`src/rtl/tq_pkg.sv`:
```
package tq_pkg;
  typedef enum logic {
    TQ_SEL_INIT = 1'b0,
    TQ_SEL_LANE = 1'b1
  } tq_sel_e;

  localparam int TQ_CTL_SYNC_BIT = 0;
  localparam int TQ_CTL_WIN_BIT  = 1;
  localparam int TQ_CTL_RAW_BIT  = 2;
endpackage

```
`src/rtl/tq_cfg.sv`:
```
module tq_cfg #(
  parameter int HOLD_W = 6
) (
  input  logic              clk,
  input  logic              rst,
  input  logic              wr_ctl,
  input  logic              wr_hold,
  input  logic [HOLD_W-1:0] wdata,
  output logic              raw,
  output logic              win_en,
  output logic              sync_drop,
  output logic [HOLD_W-1:0] hold
);
  import tq_pkg::*;
  localparam logic [HOLD_W-1:0] HOLD_RST = {HOLD_W{1'b1}};

  always_ff @(posedge clk) begin
    if (rst) begin
      raw       <= 1'b0;
      win_en    <= 1'b0;
      sync_drop <= 1'b0;
      hold      <= HOLD_RST;
    end else begin
      if (wr_ctl) begin
        sync_drop <= wdata[TQ_CTL_SYNC_BIT];
        win_en    <= wdata[TQ_CTL_WIN_BIT];
        raw       <= wdata[TQ_CTL_RAW_BIT];
      end
      if (wr_hold) hold <= wdata;
    end
  end
endmodule

```
`src/rtl/tq_window.sv`:
```
module tq_window (
  input  logic clk,
  input  logic rst,
  input  logic mode,
  input  logic start,
  input  logic stop,
  output logic win_eff,
  output logic win_q
);
  logic win_nxt;

  always_comb begin
    if (stop)       win_nxt = 1'b0;
    else if (start) win_nxt = 1'b1;
    else            win_nxt = win_q;
    win_eff = mode & win_nxt;
  end

  always_ff @(posedge clk) begin
    if (rst) win_q <= 1'b0;
    else     win_q <= win_eff;
  end

  AST_STOP_WINS: assert property (@(posedge clk) disable iff (rst)
    (start && stop) |=> !win_q);
  AST_MODE_OFF_CLOSED: assert property (@(posedge clk) disable iff (rst)
    !mode |=> !win_q);
endmodule

```
`src/rtl/tq_hold.sv`:
```
module tq_hold #(
  parameter int HOLD_W = 6
) (
  input  logic              clk,
  input  logic              rst,
  input  logic              elig,
  input  logic              frm_vld,
  input  logic [HOLD_W-1:0] period,
  output logic              busy
);
  logic [HOLD_W-1:0] cnt;

  assign busy = (cnt != '0);

  always_ff @(posedge clk) begin
    if (rst)                cnt <= '0;
    else if (elig)          cnt <= period;
    else if (frm_vld && busy) cnt <= cnt - 1'b1;
  end

  AST_RELOAD: assert property (@(posedge clk) disable iff (rst)
    elig |=> (cnt == $past(period)));
  AST_COUNT_DOWN: assert property (@(posedge clk) disable iff (rst)
    (!elig && frm_vld && busy) |=> (cnt == $past(cnt) - 1'b1));
  AST_IDLE_KEEP: assert property (@(posedge clk) disable iff (rst)
    (!elig && !frm_vld) |=> $stable(cnt));
endmodule

```
`src/rtl/tq_qual_gen.sv`:
```
module tq_qual_gen #(
  parameter int HOLD_W = 6
) (
  input  logic              clk,
  input  logic              rst,
  input  logic              cfg_wr_ctl_i,
  input  logic              cfg_wr_hold_i,
  input  logic [HOLD_W-1:0] cfg_wdata_i,
  input  logic              frm_vld_i,
  input  logic              frm_sync_i,
  input  logic              evt_start_i,
  input  logic              evt_stop_i,
  input  logic              link_l0_i,
  output logic              qual_o,
  output logic              sel_lane_o
);
  import tq_pkg::*;

  logic              c_raw, c_win, c_sync;
  logic [HOLD_W-1:0] c_hold;
  logic              win_eff, win_q;
  logic              elig, hold_busy;
  tq_sel_e           sel_nxt;

  tq_cfg #(.HOLD_W(HOLD_W)) u_cfg (
    .clk(clk), .rst(rst),
    .wr_ctl(cfg_wr_ctl_i), .wr_hold(cfg_wr_hold_i), .wdata(cfg_wdata_i),
    .raw(c_raw), .win_en(c_win), .sync_drop(c_sync), .hold(c_hold)
  );

  tq_window u_win (
    .clk(clk), .rst(rst), .mode(c_win),
    .start(evt_start_i), .stop(evt_stop_i),
    .win_eff(win_eff), .win_q(win_q)
  );

  always_comb begin
    elig    = frm_vld_i && !(c_sync && frm_sync_i) && (!c_win || win_eff);
    sel_nxt = (c_raw || link_l0_i) ? TQ_SEL_LANE : TQ_SEL_INIT;
  end

  tq_hold #(.HOLD_W(HOLD_W)) u_hold (
    .clk(clk), .rst(rst), .elig(elig), .frm_vld(frm_vld_i),
    .period(c_hold), .busy(hold_busy)
  );

  always_ff @(posedge clk) begin
    if (rst) begin
      qual_o     <= 1'b0;
      sel_lane_o <= 1'b0;
    end else begin
      qual_o     <= elig || (frm_vld_i && hold_busy);
      sel_lane_o <= (sel_nxt == TQ_SEL_LANE);
    end
  end

  AST_FRAME_ONLY: assert property (@(posedge clk) disable iff (rst)
    qual_o |-> $past(frm_vld_i));
  AST_SYNC_DROP: assert property (@(posedge clk) disable iff (rst)
    (frm_vld_i && frm_sync_i && c_sync && !hold_busy) |=> !qual_o);
  AST_WIN_GATE: assert property (@(posedge clk) disable iff (rst)
    (c_win && !win_eff && !hold_busy) |=> !qual_o);
  AST_RAW_LANE: assert property (@(posedge clk) disable iff (rst)
    c_raw |=> sel_lane_o);
endmodule

```
`config.mk`:
```
export PLATFORM = sky130hd
export DESIGN_NAME = tq_qual_gen
export DESIGN_NICKNAME = d
export VERILOG_FILES = /design/src/rtl/tq_pkg.sv /design/src/rtl/tq_cfg.sv /design/src/rtl/tq_window.sv /design/src/rtl/tq_hold.sv /design/src/rtl/tq_qual_gen.sv
export SDC_FILE = /design/constraint.sdc
export NUM_CORES = 1
export LEC_CHECK = 0
export BUFFER_PORTS_ARGS = -buffer_cell sky130_fd_sc_hd__buf_4
export CORE_MARGIN = 2
export CORE_UTILIZATION = 55
export CTS_CLUSTER_DIAMETER = 150
export CTS_CLUSTER_SIZE = 12
export DETAILED_ROUTE_END_ITERATION = 8
export HOLD_SLACK_MARGIN = 0.08
export PLACE_DENSITY = 0.91
export SLEW_MARGIN = 20
export SYNTH_ARGS = -nofsm -noshare
export SYNTH_HDL_FRONTEND = slang
export SYNTH_SLANG_ARGS = --single-unit
```
`constraint.sdc`:
```
create_clock -name clk -period 2.7 [get_ports clk]
set_input_delay 0.27 -clock clk [delete_from_list [all_inputs] [get_ports clk]]
set_output_delay 0.27 -clock clk [all_outputs]
set_load 0.02 [all_outputs]
```
==> impl_metrics.json <==
{
  "vdd_drop_max_uv": 394,
  "start_util_pct": 59.8,
  "clockPowerShare_pct": 23.1,
  "die_h_um": 41.9,
  "hold_path.class": "input pin to register",
  "end_kind": "register",
  "start_kind": "register",
  "grt_overflow_total": 0,
  "post_cts_buffers": 0,
  "antenna_left": 0,
  "p_comb_share_pct": 20.9,
  "fin_nets": 116,
  "yosysUniqueCellTypes": 26,
  "slowest_delay_ns": 0.42,
  "die_area_um2": 1750,
  "cp_slowest_cell": "o41ai_2",
  "yosysWarnings": 0,
  "antenna_found_initial": 0,
  "die_x_um": 41.9,
  "clock_path_buffers": 2,
  "p_leak_nw": 0.415,
  "area_growth_pct": 18.6,
  "p_per_area_nw_per_um2": 586,
  "grt_pass1_vias": 619,
  "p_sw_share_pct": 26.7,
  "drt_iter0_drc": 14,
  "async_flop_share_pct": 0,
  "synth_common_cells": "18 x dfxtp_1, 11 x nor2_1, 6 x a211o_1, 6 x nor2b_1",
  "synthFlopType": "dfxtp_1",
  "clkLatencyLatePin_ns": 0.28,
  "drt_wl_total_mm": 1.37,
  "hold_violations": 0,
  "portBuffers": 16,
  "finalSetupViolCount": 0,
  "critPathRequiredTime_ns": 2.91,
  "syn_avg_cell_area_um2": 9.61,
  "cts_htree_levels": 1,
  "clockRootBuffer": "clkbuf_4",
  "cts-buffers-inserted": 3,
  "grt_pass1_wl_mm": 2.45,
  "p_switching_mw": 0.146,
  "routed_via_density": 5.56,
  "cts.sinks": 18,
  "slew_headroom_pct": 66.2,
  "cts_resized": 0,
  "antenna_cells": 0,
  "syn_area_um2": 788,
  "cts.clk_slew.worst_paths_ns": 0.09,
  "p_int_mw": 0.402,
  "drc_errors": 0,
  "rsz0062_at_grt": "no",
  "drv_slew": 0,
  "drive_gt1_share_pct": 22.7,
  "cp_num_buf_inv": 1,
  "synth-seq-area-share_pct": 45.7,
  "outcome": "complete, no violations",
  "placed_area_um2": 912,
  "firstDrtPassIters": 2,
  "cpLargestDelayFamily": "compound AO/OA/AOI/OAI gates",
  "fin_tns_setup_ns": 0,
  "crit_fanout": 4,
  "syn-num-nets": 99,
  "holdBufCountCts": 0,
  "coreArea_um2": 1320,
  "stdcell_area_um2": 935,
  "dp_hpwl_mm": 1.04,
  "crit_path_cell_trace": "inv_1 -> ha_1 -> nand2b_1 -> o41ai_2 -> mux2_2 -> o22ai_1",
  "io_pins": 17,
  "synth_enable_flop_cells": 0,
  "fmax_mhz": 560,
  "period_minus_slack_ns": 1.79,
  "row_count": 13,
  "cp_data_arrival_time_ns": 2.00,
  "yosysTopAreaCell": "dfxtp_1",
  "grt_max_degree": 20,
  "setup_ws_ns": 0.913,
  "synth_most_common_cell": "dfxtp_1",
  "gp_congestion": 0.734,
  "synth_area_leaders": "dfxtp_1 46%, a211o_1 6.7%, nor2_1 5.2%, mux2i_1 5.1%, nor2b_1 4.8%",
  "cts_tree": "done",
  "grt_usage_pct": 18.1,
  "wl_per_cell_um": 12.2,
  "max_cap_violations": 0,
  "ys_seq_elements": 18,
  "yosysTopAreaCellShare_pct": 45.7,
  "via_count": 623,
  "tightest_slew_ns": 0.502,
  "synthCells": 82,
  "pwr-share-seq_pct": 56.0,
  "finClkSkew_ns": 0.00173,
  "post-route-period-util_pct": 66.2,
  "place_ws_ns": 0.924,
  "path_class": "register to register"
}
-- power groups by stage --
stage | logic, mW | registers (mW) | clock network [mW]
after global routing | 0.130 | 0.311 | 0.142
after floorplan | 0.0797 | 0.311 | 0
after CTS | 0.116 | 0.306 | 0.129
final | 0.115 | 0.307 | 0.127
after global placement | 0.112 | 0.311 | 0
after detailed placement | 0.115 | 0.313 | 0
-- stage by stage --
stage,std cells,power [mW],utilization [%],hold slack [ns]
final,112,0.548,70.9,0.188
after global placement,109,0.423,69.2,0.461
after CTS,112,0.551,70.9,0.184
after floorplan,82,0.391,-,0.386
after global routing,112,0.583,70.9,0.173
after detailed placement,109,0.428,69.2,0.463
-- sequential cells by signal (all words and copies together) (netlist names) --
signal and cells:
u_cfg.win_en 1, u_win.win_q 1, u_cfg.raw 1, u_hold.cnt 6, u_cfg.sync_drop 1, u_cfg.hold 6
qual_o 1, sel_lane_o 1
-- metal layers --
layer	global-route usage [%]	wire length, µm	vias up
li1	-	-	324
met1	20.8	633	284
met2	30.3	674	11
met3	2.61	40	4
met4	12.9	22	0
met5	0	0	-
-- cells in the final DEF (no fill, tap or decap), types with 2 or more instances in the layout --
cell type,instances
nand2_1,2
ha_1,2
nand2b_1,3
a211oi_1,4
mux2i_1,4
buf_4,16
nor2_1,11
dfxtp_1,18
nor2b_1,6
inv_1,4
nor3_1,3
mux2_2,2
a211o_1,6
clkbuf_4,3
a21oi_1,2
-- layout make-up --
| cell class | count | area (µm²) |
|---|---|---|
| clock buffers | 3 | 22.5 |
| fillers | 96 | 383 |
| inverters | 4 | 15.0 |
| multi-input cells | 56 | 398 |
| flip-flops and latches | 18 | 360 |
| well taps | 15 | 18.8 |
| repair buffers | 16 | 120 |
-- path summary, 6_finish.rpt --
| path | endpoint | depth (start not counted) | slack (ns) | startpoint |
|---|---|---|---|---|
| hold / removal | u_cfg.hold[5] | 2 | 0.19 | cfg_wdata_i[5] |
| hold reg to reg | sel_lane_o | 2 | 0.49 | u_cfg.raw |
| setup reg to reg | u_hold.cnt[1] | 6 | 0.91 | u_hold.cnt[0] |
| setup / recovery | u_hold.cnt[1] | 6 | 0.91 | u_hold.cnt[0] |
-- kinds of logic after synthesis --
family | count (synthesis) | synth area share (%)
DFF | 18 | 45.7
and+or+nand+nor | 29 | 19.0
muxes | 6 | 7.94
xor gates and xnor gates | 1 | 1.11
adders and majority gates | 2 | 3.17
AOI/OAI and AO/OA | 18 | 19.2
buffers and inverters | 8 | 3.81
Note: power is estimated with default switching activity, not from simulation.
